--- src/rtl/hsw_pkg.sv ---
package hsw_pkg;
  typedef enum logic [2:0] {
    ST_CAL  = 3'd0,
    ST_HARV = 3'd1,
    ST_ON   = 3'd2,
    ST_FLY  = 3'd3,
    ST_OFF  = 3'd4
  } seq_st_t;
endpackage

--- src/rtl/hsw_sync.sv ---
module hsw_sync #(
  parameter int W = 2
) (
  input  logic         clk,
  input  logic         rst,
  input  logic [W-1:0] d,
  output logic [W-1:0] q
);
  logic [W-1:0] meta;

  for (genvar b = 0; b < W; b++) begin : g_bit
    always_ff @(posedge clk) begin
      if (rst) begin
        meta[b] <= 1'b0;
        q[b]    <= 1'b0;
      end else begin
        meta[b] <= d[b];
        q[b]    <= meta[b];
      end
    end
  end
endmodule

--- src/rtl/hsw_frame.sv ---
module hsw_frame #(
  parameter int HARV_LEN = 1000
) (
  input  logic clk,
  input  logic rst,
  input  logic in_cal,
  output logic due_now
);
  localparam int HW = (HARV_LEN > 2) ? $clog2(HARV_LEN) : 1;
  localparam logic [HW-1:0] HV_LAST = HW'(HARV_LEN - 1);

  logic [HW-1:0] hv_cnt;
  logic          due_q;
  logic          at_last;

  assign at_last = (hv_cnt == HV_LAST);
  assign due_now = due_q | at_last;

  always_ff @(posedge clk) begin
    if (rst || in_cal) begin
      hv_cnt <= '0;
      due_q  <= 1'b0;
    end else begin
      if (!at_last) hv_cnt <= hv_cnt + HW'(1);
      due_q <= due_now;
    end
  end
endmodule

--- src/rtl/hsw_tick.sv ---
module hsw_tick #(
  parameter int TICK_CYC = 16,
  parameter int LEAD_CYC = 3
) (
  input  logic clk,
  input  logic rst,
  input  logic run,
  output logic tick_last,
  output logic div_en
);
  localparam int TW = (TICK_CYC > 2) ? $clog2(TICK_CYC) : 1;
  localparam logic [TW-1:0] TK_LAST  = TW'(TICK_CYC - 1);
  localparam logic [TW-1:0] DIV_FROM = TW'(TICK_CYC - LEAD_CYC);

  logic [TW-1:0] tk;
  logic [TW-1:0] tk_nx;

  assign tick_last = (tk == TK_LAST);

  always_comb begin
    if (!run)           tk_nx = '0;
    else if (tick_last) tk_nx = '0;
    else                tk_nx = tk + TW'(1);
  end

  always_ff @(posedge clk) begin
    if (rst) begin
      tk     <= '0;
      div_en <= 1'b0;
    end else begin
      tk     <= tk_nx;
      div_en <= run && (tk_nx >= DIV_FROM);
    end
  end
endmodule

--- src/rtl/harvest_switch_seq.sv ---
module harvest_switch_seq
  import hsw_pkg::*;
#(
  parameter int CAL_LEN_CYC = 5_000_000,
  parameter int PERIOD_CYC  = 100_000_000,
  parameter int TICK_CYC    = 500_000,
  parameter int LEAD_CYC    = 4,
  parameter int STROBE_CYC  = 3,
  parameter int FLY_MAX_CYC = 2_500
) (
  input  logic clk,
  input  logic rst,
  input  logic up_cmp,
  input  logic lo_cmp,
  output logic mode_cal,
  output logic sw_on,
  output logic sw_off,
  output logic div_en,
  output logic fly_en
);
  localparam int HARV_LEN = PERIOD_CYC - CAL_LEN_CYC;
  localparam int CMAX0 = (CAL_LEN_CYC > STROBE_CYC) ? CAL_LEN_CYC : STROBE_CYC;
  localparam int CMAX  = (CMAX0 > FLY_MAX_CYC) ? CMAX0 : FLY_MAX_CYC;
  localparam int CW    = $clog2(CMAX + 1);
  localparam logic [CW-1:0] CAL_LAST = CW'(CAL_LEN_CYC - 1);
  localparam logic [CW-1:0] STB_LAST = CW'(STROBE_CYC - 1);
  localparam logic [CW-1:0] FLY_LAST = CW'(FLY_MAX_CYC - 1);

  seq_st_t       st, st_nx;
  logic [CW-1:0] cnt, cnt_nx;
  logic [1:0]    cmp_s;
  logic          up_s, lo_s;
  logic          due_now, tick_last, tick_run;

  hsw_sync #(.W(2)) u_sync (
    .clk (clk),
    .rst (rst),
    .d   ({lo_cmp, up_cmp}),
    .q   (cmp_s)
  );
  assign up_s = cmp_s[0];
  assign lo_s = cmp_s[1];

  hsw_frame #(.HARV_LEN(HARV_LEN)) u_frame (
    .clk     (clk),
    .rst     (rst),
    .in_cal  (st == ST_CAL),
    .due_now (due_now)
  );

  assign tick_run = (st == ST_HARV) && (st_nx == ST_HARV);

  hsw_tick #(.TICK_CYC(TICK_CYC), .LEAD_CYC(LEAD_CYC)) u_tick (
    .clk       (clk),
    .rst       (rst),
    .run       (tick_run),
    .tick_last (tick_last),
    .div_en    (div_en)
  );

  always_comb begin
    st_nx  = st;
    cnt_nx = cnt + CW'(1);
    unique case (st)
      ST_CAL: begin
        if (cnt == CAL_LAST) begin
          st_nx  = ST_HARV;
          cnt_nx = '0;
        end
      end
      ST_HARV: begin
        cnt_nx = '0;
        if (due_now)                st_nx = ST_CAL;
        else if (tick_last && up_s) st_nx = ST_ON;
      end
      ST_ON: begin
        if (cnt == STB_LAST) begin
          st_nx  = ST_FLY;
          cnt_nx = '0;
        end
      end
      ST_FLY: begin
        if (lo_s || cnt == FLY_LAST) begin
          st_nx  = ST_OFF;
          cnt_nx = '0;
        end
      end
      ST_OFF: begin
        if (cnt == STB_LAST) begin
          st_nx  = due_now ? ST_CAL : ST_HARV;
          cnt_nx = '0;
        end
      end
      default: begin
        st_nx  = ST_CAL;
        cnt_nx = '0;
      end
    endcase
  end

  always_ff @(posedge clk) begin
    if (rst) begin
      st       <= ST_CAL;
      cnt      <= '0;
      mode_cal <= 1'b1;
      sw_on    <= 1'b0;
      sw_off   <= 1'b0;
      fly_en   <= 1'b0;
    end else begin
      st       <= st_nx;
      cnt      <= cnt_nx;
      mode_cal <= (st_nx == ST_CAL);
      sw_on    <= (st_nx == ST_ON);
      sw_off   <= (st_nx == ST_OFF);
      fly_en   <= (st_nx == ST_FLY);
    end
  end

  AST_CAL_QUIET: assert property (@(posedge clk) disable iff (rst)
    mode_cal |-> !(sw_on || sw_off || fly_en || div_en));
  AST_STROBE_EXCL: assert property (@(posedge clk) disable iff (rst)
    !(sw_on && sw_off));
  AST_ON_THEN_WATCH: assert property (@(posedge clk) disable iff (rst)
    $fell(sw_on) |-> fly_en);
  AST_OFF_AFTER_WATCH: assert property (@(posedge clk) disable iff (rst)
    $rose(sw_off) |-> $past(fly_en));
  AST_WATCH_NO_SAMPLE: assert property (@(posedge clk) disable iff (rst)
    fly_en |-> !div_en);
  AST_OFF_EXIT_CLEAN: assert property (@(posedge clk) disable iff (rst)
    $fell(sw_off) |-> !(fly_en || sw_on));
endmodule

--- config.mk ---
export PLATFORM = sky130hd
export DESIGN_NAME = harvest_switch_seq
export DESIGN_NICKNAME = d
export VERILOG_FILES = /design/src/rtl/hsw_pkg.sv /design/src/rtl/hsw_sync.sv /design/src/rtl/hsw_frame.sv /design/src/rtl/hsw_tick.sv /design/src/rtl/harvest_switch_seq.sv
export SDC_FILE = /design/constraint.sdc
export NUM_CORES = 1
export LEC_CHECK = 0
export BUFFER_PORTS_ARGS = -buffer_cell sky130_fd_sc_hd__buf_2
export CORE_ASPECT_RATIO = 0.8
export CORE_MARGIN = 3
export CORE_UTILIZATION = 25
export CTS_BUF_LIST = sky130_fd_sc_hd__clkbuf_8 sky130_fd_sc_hd__clkbuf_16
export CTS_CLUSTER_SIZE = 8
export DETAILED_ROUTE_END_ITERATION = 8
export RECOVER_POWER = 50
export SYNTH_ARGS = -nofsm -noshare
export SYNTH_HDL_FRONTEND = slang
export SYNTH_HIERARCHICAL = 1
export SYNTH_SLANG_ARGS = --single-unit
--- constraint.sdc ---
create_clock -name clk -period 6.55 [get_ports clk]
set_input_delay 1.31 -clock clk [delete_from_list [all_inputs] [get_ports clk]]
set_output_delay 1.31 -clock clk [all_outputs]
set_load 0.02 [all_outputs]
## After elaboration in Yosys (flattened, before gate mapping)

Cells that the tools add are included.

- Flip-flop bits (word level): 82
- Output and inout port bits: 5

- Add/subtract/negate cells: 3
- $lt $le $gt $ge: 1
- Equality and inequality tests: 13
- Muxes and demuxes: 14
- Bitwise logic cells: 1
- Reduce and logical (&&, ||, !) cells: 8

Operators by type and width:

| kind | count |
|---|---|
| two-way mux 23 bit | 3 |
| one-hot mux 23 bit (3 select lines) | 1 |
| two-way mux 19 bit | 2 |
| adder 27 x 1 -> 27 bit, second input constant | 1 |
| == test 27 bit, second input constant | 1 |
| adder 23 x 1 -> 23 bit, second input constant | 1 |
| == test 23 x 12 -> 1 bit, second input constant | 1 |
| == test 23 x 2 -> 1 bit, second input constant | 1 |
| == test 23 bit, second input constant | 1 |
| adder 19 x 1 -> 19 bit, second input constant | 1 |
| == test 19 bit, second input constant | 1 |
| >= comparator 19 bit, second input constant | 1 |
| two-way mux 3 bit | 6 |
| one-hot mux 3 bit (5 select lines) | 1 |
| == test 3 x 2 -> 1 bit, second input constant | 4 |
| == test 3 x 1 -> 1 bit, second input constant | 2 |
| == test 3 bit, second input constant | 2 |
| logical NOT 3 bit | 2 |
| logical AND 1 bit | 3 |
| logical OR 1 bit | 2 |
| OR reduction 2 bit | 1 |
| two-way mux 1 bit | 1 |
| OR 1 bit | 1 |

## Depth between registers and ports, before layout

Gate-level depths: netlist (run 1).

- Depth after elaboration: 10
- Mapped depth: 14

## Hierarchy

Netlist (run 1), hierarchy kept.

By module, submodules not included:

| module | times used | cells an instance | area each (um^2) | seq. area each (um^2) |
|---|---|---|---|---|
| harvest_switch_seq | 1 | 179 | 1,762.9 | 600.6 |
| hsw_frame | 1 | 152 | 1,367.6 | 560.5 |
| hsw_tick | 1 | 134 | 1,142.3 | 400.4 |
| hsw_sync | 1 | 8 | 105.1 | 80.1 |

## Least setup slack after synthesis (run 1)

No wires, ideal clock.

- Kind: register to register
- Start: register u_frame.hv_cnt[0]
- End: register u_tick.tk[9]
- Arrival time: 2.930 ns
- Path slack: 3.556 ns
- Stages on the path, launching flop included: 15
- Period minus slack after synthesis: 2.994 ns
- Cells stage by stage: dfxtp_1 -> ha_1 -> and4_1 -> buf_2 -> nand4_1 -> nor2_1 -> buf_4 -> or2_1 -> nand2b_1 -> a2111oi_0 -> inv_1 -> a211o_1 -> buf_2 -> buf_2 -> nor2_1

- Word-level cells in the longest chain between the ends: 8
- Elaborated cells between the ends (all ways): 9
- Classes of those cells: eq/ne: 2; mux: 5; bitwise: 1; reduce/logical: 1

RTL lines:

| element | RTL line | RTL |
|---|---|---|
| start: declaration | hsw_frame.sv:12 | `logic [HW-1:0] hv_cnt;` |
| start signal: assignment | hsw_frame.sv:24 | `if (!at_last) hv_cnt <= hv_cnt + HW'(1);` |
| == test 27 bit * | hsw_frame.sv:16 | `assign at_last = (hv_cnt == HV_LAST);` |
| OR 1 bit * | hsw_frame.sv:17 | `assign due_now = due_q \| at_last;` |
| net due_now | harvest_switch_seq.sv:33 | `logic due_now, tick_last, tick_run;` |
| two-way mux 1 bit | harvest_switch_seq.sv:90 | `st_nx = due_now ? ST_CAL : ST_HARV;` |
| two-way mux 3 bit | harvest_switch_seq.sv:89 | `if (cnt == STB_LAST) begin` |
| one-hot mux 3 bit (5 select lines) * | harvest_switch_seq.sv:64 | `unique case (st)` |
| == test 3 x 1 -> 1 bit * | harvest_switch_seq.sv:51 | `assign tick_run = (st == ST_HARV) && (st_nx == ST_HARV);` |
| logical AND 1 bit * | harvest_switch_seq.sv:51 |  |
| net tick_run | harvest_switch_seq.sv:33 |  |
| two-way mux 19 bit * | hsw_tick.sv:21 | `if (!run) tk_nx = '0;` |
| end signal: assignment | hsw_tick.sv:31 | `tk <= tk_nx;` |
| end: declaration | hsw_tick.sv:15 | `logic [TW-1:0] tk;` |

The timed path passes the listed nets; every way through them passes the cells marked *.
A chain may end at the register's enable or synchronous reset.

## Worst setup path in the final report (run 1)

- Start: register cnt[0]
- End: register cnt[9]

- Word-level cells in the longest chain between the ends: 4
- Elaborated cells between the ends (all ways): 9
- Classes of those cells: add/sub: 1; eq/ne: 3; mux: 4; reduce/logical: 1

RTL lines:

| element | RTL line | RTL |
|---|---|---|
| start: declaration | harvest_switch_seq.sv:30 | `logic [CW-1:0] cnt, cnt_nx;` |
| start signal: assignment | harvest_switch_seq.sv:111 | `cnt <= cnt_nx;` |
| branches (longest 3 deep; another with adder 23 x 1 -> 23 bit) | -- |  |
| one-hot mux 23 bit (3 select lines) * | harvest_switch_seq.sv:64 |  |

Mark *: on every way between the ends.

==> run summary, run 1 <==
Run status: complete, but fails checks
Violated checks: max-capacitance violations, max-slew violations
Total Neg Setup Slack: 0 ns
Worst VDD drop: 0.121 mV
Max cap viols: 1
Vias in the first global route: 3,114
Skew-Pair Late Insertion Delay: 0.34 ns
Post-DR wirelength/cell: 12.9 um
RSZ-0062 raised after global routing: false
Count of different cell masters after synthesis: 72
Worst path required time: 6.66 ns
Max incr delay on CP: 1.79 ns
Via/cell ratio: 4.89
Hold_buf cts: 0
Crit start category: flip-flop
Total CTS buffers: 9
Synth top area share: 37.5%
WS Path Type: reg -> reg
Synth top area cells: dfxtp_1 37%, xnor2_1 7.0%, xor2_1 5.2%
Clock-pin slew on the worst setup and hold paths: 0.07 ns
Commonest non-fill, non-tap cell in the layout: dfxtp_1
Synth Instances: 473
Post-synthesis net count: 481
Fraction of layout cells with a size suffix above 1: 12.7%
CTS tree: done
Skew final: 0.00986 ns
Main combinational cell family by area after synthesis: simple AND/OR/NAND/NOR gates
Multi-input gate area: 0.00246 mm2
Port bufs: 8
Mapped cell area: 0.00438 mm2
First-pass GRT wire length: 15.5 mm
Mux cell area share after synthesis: 0.229%
Post-DP HPWL: 6.06 mm
GRT Residual Overflow: 0
DR iter-0 viols: 211
Sequential power share: 48.4%
Final worst path period need: 4.08 ns
DRC errors left: 0
Slew at the pin closest to its max-slew limit: 2.33 ns
Post-CTS setup buffers: 0
Antenna Nets Post-Route: 0
Sw Share: 21.6%
Hold Crit Class: reg -> reg
Final core utilization: 28.3%
Fill cells: 1,748
Leak: 1.42 nW
WP buf/inv: 1
H-tree depth: 3
Gr usage total: 9.56%
Clock network fraction of design power: 50.1%
Core Area: 0.0169 mm2
Synth warn: 6
Crit share post-route: 62.3%
Avg Cell Area, Syn: 9.26 um2
Synth async-reset ratio: 0%
Via Count: 3,382
PnR worst setup slack: 2.47 ns
Logic pwr share: 1.5%
Die Height: 124 um
Area leader, netlist: dfxtp_1
Final setup violation count: 0
FF+latch area: 0.00164 mm2
Switch Pwr: 0.225 mW
Yosys reg bits: 82
Critical Path End Type: flip-flop
Crit-path leading delay family: compound AO/OA/AOI/OAI gates
Initial antenna violation count: 0
Post-Synth XOR/XNOR Area: 12.2%
Slowest stage cell, crit path: o21bai_1
Post-synthesis compound-gate area fraction: 12.5%
Boundary Pins: 9
Slew Limit Headroom: -55.5%
Pre-CTS WS: 2.90 ns
Global placer's final weighted congestion: 0.795
Area share of and/or/nand/nor cells after synthesis: 30.8%
Largest net degree at the start of global routing: 26
Drt total wl: 8.92 mm
Die span in x: 154 um
Diodes inserted: 0
Peak Freq: 0.245 GHz
Full die area: 0.0191 mm2
Root Driver: clkbuf_16
Internal: 0.817 mW
Std-Cell Rows: 42
CTS max path bufs: 2
Register area share after synthesis: 37.5%
Post-CTS Resized: 0
CTS sink count: 82
Cells along the critical path: inv_1 -> ha_1 -> or4b_1 -> nor4_1 -> a22oi_2 -> o21bai_1 -> a211oi_1
Nets: 475
Most frequent cells in the layout: 82 x dfxtp_1, 58 x nor2_1, 35 x xnor2_1
Area Overhead vs Synth: 9.17%
Worst path arrival time: 4.20 ns
Number of flops mapped to enable cells by yosys: 0
Crit-path max FO: 23
Post-Synth Adder-Cell Area: 1.14%
Post-synth top flop: dfxtp_1
Initial Util: 26.0%
1st-pass router iterations: 4
Cell Pwr Density: 218 mW/mm2
Slew Limit Fails: 24
Final Hold Violating Endpoints: 0
==> through the flow <==
stage | hold slack (ns) | std cells | total power [mW] | instance area (um2)
floorplan | 0.414 | 473 | 0.529 | 4380
global placement | 0.421 | 676 | 0.532 | 4500
detailed placement | 0.424 | 676 | 0.532 | 4500
CTS | 0.438 | 692 | 1.06 | 4810
global route | 0.458 | 692 | 1.08 | 4780
finish | 0.435 | 692 | 1.04 | 4780
==> layer usage <==
layer / track usage [%] / wire length (um) / vias up
met5: 0 / 0 / -
met1: 13.6 / 4510 / 1629
met3: 2.74 / 428 / 5
li1: - / - / 1699
met4: 2.65 / 84 / 0
met2: 14.1 / 3900 / 49
==> cells in the mapped netlist (9+ instances only) <==
master     n
nand4_1   18
xor2_1    26
a21oi_1   10
nand3_1   24
buf_2     10
a211oi_2  15
nor3_1    20
inv_1     13
and4_1    10
a211oi_1   9
nor2_1    58
xnor2_1   35
dfxtp_1   82
nand2_1   20
==> cell families (layout without fill, tap and decap cells) <==
group | Yosys count | after routing
xor+xnor | 61 | 61
mux | 1 | 1
fa+ha+maj | 4 | 4
simple gates | 222 | 222
flops | 82 | 82
buf+inv | 39 | 38
compound gates | 64 | 64
==> power groups by stage <==
stage	Combinational, mW	Clock (mW)	Sequential (mW)
global placement	0.0166	0	0.515
detailed placement	0.0168	0	0.515
finish	0.0161	0.522	0.504
global route	0.0184	0.560	0.505
CTS	0.0170	0.542	0.504
floorplan	0.0142	0	0.515
==> worst register-to-register path, cell delays in order (launching register included) <==
cell      delay (ns)
dfxtp_1         0.37
inv_1           0.08
ha_1            0.13
or4b_1          0.44
nor4_1          0.72
a22oi_2         0.10
o21bai_1        1.79
a211oi_1        0.22
==> flip-flops by register name (all words and copies together), names as in the netlist, 2 cells and up <==
signal	flops
u_tick/tk	19
u_sync/q	2
u_frame/hv_cnt	27
st	3
u_sync/meta	2
cnt	23
==> final timing paths <==
kind / cells past startpoint / start / slack, ns / to
min: 1 / u_sync/meta[1]$_SDFF_PP0_ / 0.43 / u_sync/q[1]$_SDFF_PP0_
min reg2reg: 1 / u_sync/meta[1]$_SDFF_PP0_ / 0.43 / u_sync/q[1]$_SDFF_PP0_
max: 7 / cnt[0]$_SDFF_PP0_ / 2.47 / cnt[9]$_SDFF_PP0_
max reg2reg: 7 / cnt[0]$_SDFF_PP0_ / 2.47 / cnt[9]$_SDFF_PP0_
==> cell type report <==
type                    count  share of cell area [%]
flip-flops and latches     82                    34.3
repair buffers              9                   0.838
well taps                 220                    5.76
clock buffers              10                    5.00
clock inverters             6                    1.49
inverters                  13                    1.02
multi-input cells         352                    51.5
Power figures use the tool's default switching activity.
==> run 2, diff against run 1 <==
==> constraint.sdc (replaced) <==
create_clock -name clk -period 3.5 [get_ports clk]
set_input_delay 0.7 -clock clk [delete_from_list [all_inputs] [get_ports clk]]
set_output_delay 0.7 -clock clk [all_outputs]
set_load 0.02 [all_outputs]
==> run 2 against run 1 <==
Against the previous run:
- sequential cell count stayed put
- cell count rose by 0.43%
- worst setup slack got worse by 2.0 ns
- cell area decreased by 0.68%
- highest routed layer unchanged
- count of clock-buffer cells in the layout is 1 lower
- power is 74% higher
- wire length down 0.59%
- largest cell class unchanged
- the flow now finishes without violations
- sequential power up 87%
- critical path depth rose by 5
- sequential share of layout area is 0.24 points higher
- combinational power increased by 82%
==> run summary, run 2 (same netlist as run 1, synthesis figures left out) <==
Run status: finished, final reports clean
Initial Util: 26.0% (unchanged)
Via Count: 3,330 (-1.5%)
Placed instance area: 0.00453 mm2 (+0.50%)
CTS tree: done
Post-CTS setup buffers: 0 (unchanged)
Crit path launch: u_frame/hv_cnt[0]$_SDFFE_PP0P_
Cell count after placement: 679 (+0.44%)
Core Area: 0.0169 mm2 (unchanged)
Post-CTS Resized: 0 (unchanged)
WP buf/inv: 2 (+1)
Boundary Pins: 9 (unchanged)
CTS sink count: 82 (unchanged)
Crit-path max FO: 12 (-48%)
Cell Pwr Density: 383 mW/mm2 (+75%)
Worst VDD drop: 0.220 mV (+83%)
First-pass GRT wire length: 15.4 mm (-0.49%)
Max cap viols: 0 (-1)
Area Overhead vs Synth: 8.43%
Most frequent cells in the layout: 82 x dfxtp_1, 58 x nor2_1, 35 x xnor2_1
Total Neg Setup Slack: 0 ns (unchanged)
Diodes inserted: 0 (unchanged)
Die span in x: 154 um (unchanged)
Reg2Reg Launch Point: u_frame/hv_cnt[0]$_SDFFE_PP0P_
Crit start category: flip-flop
Crit-path leading delay family: simple AND/OR/NAND/NOR gates
Cells along the critical path: ha_1 -> and4_1 -> nand4_1 -> nor2_1 -> or2_0 -> nand2b_1 -> a2111oi_0 -> buf_4 -> inv_1 -> a211o_1 -> nor4b_2 -> o211a_1
Slew Limit Fails: 0 (-100%)
Peak Freq: 0.327 GHz (+34%)
Slew Limit Headroom: 8.64% (+64 points)
Full die area: 0.0191 mm2 (unchanged)
Final Hold Violating Endpoints: 0 (unchanged)
WHS: 0.432 ns (-0.00260 ns)
Worst path arrival time: 3.33 ns (-0.87 ns)
Commonest non-fill, non-tap cell in the layout: dfxtp_1
Final instance area: 0.00475 mm2 (-0.68%)
RSZ-0062 raised after global routing: false
Final setup violation count: 0 (unchanged)
CTS max path bufs: 2 (unchanged)
1st-pass router iterations: 4 (unchanged)
Max incr delay on CP: 0.38 ns (-1.41 ns)
Slowest stage cell, crit path: a2111oi_0
Final core utilization: 28.1% (-0.19 points)
Largest net degree at the start of global routing: 26 (unchanged)
Final std cells w/o fill: 695 (+0.43%)
Crit share post-route: 87.3% (+25 points)
Worst path required time: 3.78 ns (-2.88 ns)
Largest regs: u_frame/hv_cnt (27), cnt (23), u_tick/tk (19)
Via/cell ratio: 4.79 (-2.0%)
Port bufs: 8 (unchanged)
Fraction of layout cells with a size suffix above 1: 12.2% (-0.50 points)
Hold Crit Class: reg -> reg
WS Path Type: reg -> reg
Largest Register: u_frame/hv_cnt
Initial antenna violation count: 0 (unchanged)
Final worst path period need: 3.06 ns (-1.03 ns)
Slew at the pin closest to its max-slew limit: 1.37 ns (-0.958 ns)
Flip-flop count of the largest register after layout: 27 (unchanged)
Pre-CTS WS: 0.458 ns (-2.44 ns)
DR iter-0 viols: 186 (-12%)
Drt total wl: 8.87 mm (-0.59%)
H-tree depth: 3 (unchanged)
Std-Cell Rows: 42 (unchanged)
Clock-pin slew on the worst setup and hold paths: 0.06 ns (about the same)
Gr usage total: 9.52% (-0.045 points)
GRT Residual Overflow: 0 (unchanged)
Leak: 1.42 nW (+0.63%)
Skew-Pair Late Insertion Delay: 0.34 ns (about the same)
Hold_buf cts: 0 (unchanged)
Die Height: 124 um (unchanged)
Worst Hold Launch: u_sync/meta[1]$_SDFF_PP0_
Skew final: 0.0109 ns (+0.00106 ns)
Global placer's final weighted congestion: 0.818 (+2.8%)
Vias in the first global route: 3,145 (+1.0%)
Critical Path End Type: flip-flop
Post-DP HPWL: 6.12 mm (+1.1%)
Post-DR wirelength/cell: 12.8 um (-1.0%)
Total CTS buffers: 9 (unchanged)
PnR worst setup slack: 0.444 ns (-2.02 ns)
DRC errors left: 0 (unchanged)
Design Power: 1.82 mW (+74%)
Root Driver: clkbuf_16
Antenna Nets Post-Route: 0 (unchanged)
Nets: 478 (+0.63%)
run 2: cell count changes in the layout (fill, tap and decap cells not counted), sizes merged:
cell	delta
inv	-1
clkinv	+4
bufinv	-1
clkbuf	-1
buf	+3
clkinvlp	-1
run 2: where the power goes:
group	switching [mW]	total, mW	internal (mW)
Clock	0.371	0.843	0.472
Sequential	0.00519	0.944	0.938
Combinational	0.0179	0.0293	0.0115
run 2: per-layer routing:
| layer | wire length (um) | track usage, % | vias up |
|---|---|---|---|
| li1 | - | - | 1698 |
| met1 | 4770 | 13.3 | 1581 |
| met2 | 3780 | 14.2 | 42 |
| met3 | 178 | 1.88 | 9 |
| met4 | 136 | 4.21 | 0 |
| met5 | 0 | 0 | - |
run 2: path summary, 6_finish.rpt:
kind                                                  to  slack [ns]  depth (start not counted)
worst max-delay path            u_tick/div_en$_SDFF_PP0_        0.44                         12
worst max register to register  u_tick/div_en$_SDFF_PP0_        0.44                         12
worst min-delay path              u_sync/q[1]$_SDFF_PP0_        0.43                          1
worst min register to register    u_sync/q[1]$_SDFF_PP0_        0.43                          1
run 2: worst register-to-register path, cell delays in order (launching register included):
cell       delay (ns)
dfxtp_1          0.34
ha_1             0.25
and4_1           0.30
nand4_1          0.15
nor2_1           0.18
or2_0            0.29
nand2b_1         0.16
a2111oi_0        0.38
buf_4            0.19
inv_1            0.04
a211o_1          0.28
nor4b_2          0.28
o211a_1          0.17
run 2: final cells by class:
| type | count | area, um2 |
|---|---|---|
| Inverter | 13 | 48.8 |
| Clock buffer | 9 | 225 |
| Fill cell | 1778 | 12100 |
| Multi-Input combinational cell | 352 | 2450 |
| Sequential cell | 82 | 1640 |
| Timing Repair Buffer | 12 | 62.6 |
| Clock inverter | 7 | 38.8 |
| Tap cell | 220 | 275 |
==> run 3, diff against run 2 <==
--- a/config.mk
+++ b/config.mk
@@ -5,6 +5,7 @@
 export SDC_FILE = /design/constraint.sdc
 export NUM_CORES = 1
 export LEC_CHECK = 0
+export ABC_AREA = 1
 export BUFFER_PORTS_ARGS = -buffer_cell sky130_fd_sc_hd__buf_2
 export CORE_ASPECT_RATIO = 0.8
 export CORE_MARGIN = 3
==> run 3 against run 2 <==
Against the previous run:
- largest cell class unchanged
- power rose by 5.5%
- sequential power barely moved
- sequential share of layout area fell by 3.5 points
- critical path type is now in -> reg
- worst setup slack improved by 0.48 ns
- register-to-register slack improved by 0.49 ns
- synthesized cell count rose by 54%
- via count rose by 32%
- area after synthesis rose by 7.9%
- critical endpoint is now u_frame/hv_cnt[13]$_SDFFE_PP0P_
- clock skew rose by 0.00090 ns
- global-route usage rose by 1.6 points
- first-iteration DRC count rose to 2.6 times the previous value
- maximum frequency rose by 19%
==> run summary, run 3 <==
Post-DP HPWL: 8.46 mm (+38%)
Peak Freq: 0.388 GHz (+19%)
H-tree depth: 3 (unchanged)
Hold_buf cts: 0 (unchanged)
Most common cell in the synthesized netlist: nand2_1
Total Neg Setup Slack: 0 ns (unchanged)
Leak: 1.84 nW (+29%)
Area Overhead vs Synth: 11.9%
1st-pass router iterations: 5 (+1)
Final worst path period need: 2.58 ns (-0.479 ns)
Crit-path max FO: 25 (+13)
Crit-path leading delay family: buffers and inverters
Antenna Nets Post-Route: 0 (unchanged)
Slew Limit Headroom: 22.0% (+13 points)
Global placer's final weighted congestion: 0.887 (+8.4%)
Worst Reg-to-Reg Cells: 16 (+4)
RSZ-0062 raised after global routing: false
Largest net degree at the start of global routing: 26 (unchanged)
Cell Pwr Density: 363 mW/mm2 (-5.2%)
Critical Path End Type: flip-flop
DR iter-0 viols: 479 (+160%)
Max cap viols: 0 (unchanged)
Nets: 747 (+56%)
Commonest non-fill, non-tap cell in the layout: nand2_1
Max incr delay on CP: 0.82 ns (+0.44 ns)
PnR worst setup slack: 0.922 ns (+0.479 ns)
Count of different cell masters after synthesis: 38 (-47%)
Register area share after synthesis: 34.8% (-2.7 points)
Clock-pin slew on the worst setup and hold paths: 0.07 ns (about the same)
Run status: finished, final reports clean
Multi-input gate area: 0.00266 mm2 (+8.4%)
Boundary Pins: 9 (unchanged)
Post-CTS Resized: 0 (unchanged)
Initial Util: 25.8% (-0.19 points)
Die span in x: 160 um (+3.7%)
Avg Cell Area, Syn: 6.49 um2 (-30%)
Port bufs: 8 (unchanged)
First-pass GRT wire length: 19.1 mm (+23%)
Slew Limit Fails: 0 (unchanged)
Post-CTS setup buffers: 0 (unchanged)
Post-synth top flop: dfxtp_1
Total CTS buffers: 9 (unchanged)
Worst Hold Depth: 2 (+1)
Slew at the pin closest to its max-slew limit: 1.17 ns (-0.201 ns)
Worst VDD drop: 0.256 mV (+16%)
WP buf/inv: 2 (unchanged)
Mapped cell area: 0.00472 mm2 (+7.9%)
Crit share post-route: 73.6% (-14 points)
DRC errors left: 0 (unchanged)
Skew final: 0.0118 ns (+0.000899 ns)
Pre-CTS WS: 0.861 ns (+0.403 ns)
Most frequent cells in the layout: 174 x nand2_1, 148 x nor2_1, 86 x inv_1
Crit start category: primary input
Hold Crit Class: reg -> reg
Synth warn: 6 (unchanged)
Largest Register: u_frame/hv_cnt
GRT Residual Overflow: 0 (unchanged)
Yosys reg bits: 82 (unchanged)
Flip-flop count of the largest register after layout: 27 (unchanged)
Slowest stage cell, crit path: nor2_1
WS Path Type: in -> reg
Final setup violation count: 0 (unchanged)
Final Hold Violating Endpoints: 0 (unchanged)
Area leader, netlist: dfxtp_1
Vias in the first global route: 3,918 (+25%)
Initial antenna violation count: 0 (unchanged)
Number of flops mapped to enable cells by yosys: 0 (unchanged)
Synth top cells by count: 173 x nand2_1, 146 x nor2_1, 85 x inv_1
Core Area: 0.0183 mm2 (+8.7%)
FF+latch area: 0.00164 mm2 (unchanged)
Synth top area cells: dfxtp_1 35%, nand2_1 14%, nor2_1 12%
Crit path depth: 5 (-7)
Skew-Pair Late Insertion Delay: 0.34 ns (about the same)
CTS max path bufs: 2 (unchanged)
Fill cells: 2,035 (+14%)
Synth top area share: 34.8% (-2.7 points)
Final core utilization: 28.8% (+0.69 points)
Synth async-reset ratio: 0% (unchanged)
Die Height: 129 um (+3.7%)
Worst path arrival time: 2.86 ns (-0.47 ns)
Root Driver: clkbuf_16
Post-DR wirelength/cell: 11.2 um (-12%)
Worst path required time: 3.78 ns (about the same)
Gr usage total: 11.1% (+1.6 points)
Largest regs: u_frame/hv_cnt (27), cnt (23), u_tick/tk (19)
CTS tree: done
Fraction of layout cells with a size suffix above 1: 9.69% (-2.5 points)
Via Count: 4,409 (+32%)
Post-synthesis net count: 736 (+53%)
Synth Instances: 728 (+54%)
Cells along the critical path: clkbuf_1 -> nor2_1 -> inv_1 -> a21oi_1 -> o21a_1
CTS sink count: 82 (unchanged)
Drt total wl: 11.2 mm (+26%)
Std-Cell Rows: 44 (+4.8%)
Full die area: 0.0206 mm2 (+7.5%)
Via/cell ratio: 4.43 (-7.6%)
Diodes inserted: 0 (unchanged)
## run 3: worst reg2reg max path, delay by kind of cell (launching register included)
kind	cells	cell delay (ns)
fa+ha+maj	1	0.28
flops	1	0.40
buf+inv	2	0.34
simple gates	13	1.39
## run 3: final cells by class
type                       instances  share of cell area (%)
clock buffer                      10                    4.52
multi-input combinational        548                    50.4
tap                              253                    5.99
timing repair buffer               8                   0.616
clock inverter                     5                    1.07
inverter                          90                    6.39
sequential                        82                    31.1
## run 3: kinds of logic (layout without fill, tap and decap cells)
| family | Yosys count | count (layout) | synth area share (%) |
|---|---|---|---|
| AOI/OAI and AO/OA | 52 | 52 | 5.91 |
| and+or+nand+nor | 475 | 475 | 46.9 |
| xor gates and xnor gates | 17 | 17 | 3.15 |
| buffers and inverters | 98 | 113 | 8.21 |
| adders and majority gates | 4 | 4 | 1.06 |
| DFF | 82 | 82 | 34.8 |
## run 3: per-layer routing
layer / wire length [um] / vias to the layer above / part of all wire [%] / track usage [%]
li1: - / 2337 / - / -
met1: 6000 / 1964 / 54 / 16.9
met2: 4440 / 98 / 40 / 15.6
met3: 623 / 10 / 5.6 / 2.67
met4: 99 / 0 / 0.89 / 2.83
met5: 0 / - / 0 / 0
## run 3: through the flow
step	total power [mW]	instance area, um2	hold WS [ns]	instances
2_1_floorplan	0.988	4720	0.388	728
3_3_place_gp	0.995	5030	0.396	981
3_5_place_dp	0.995	5030	0.397	981
4_1_cts	1.95	5330	0.399	996
5_1_grt	1.99	5290	0.432	996
6_report	1.92	5290	0.400	996
## run 3: path summary, 6_finish.rpt
path | start | to | slack (ns)
hold / removal | u_sync/meta[0]$_SDFF_PP0_ | u_sync/q[0]$_SDFF_PP0_ | 0.40
setup / recovery | rst | u_frame/hv_cnt[13]$_SDFFE_PP0P_ | 0.92
setup reg to reg | u_tick/tk[0]$_SDFF_PP0_ | u_tick/div_en$_SDFF_PP0_ | 0.93
hold reg to reg | u_sync/meta[0]$_SDFF_PP0_ | u_sync/q[0]$_SDFF_PP0_ | 0.40
## run 3: power breakdown
group	internal, mW	total (mW)	switching [mW]
Sequential	0.938	0.943	0.00500
Combinational	0.00927	0.0298	0.0206
Clock	0.567	0.944	0.377
Total	1.51	1.92	0.402
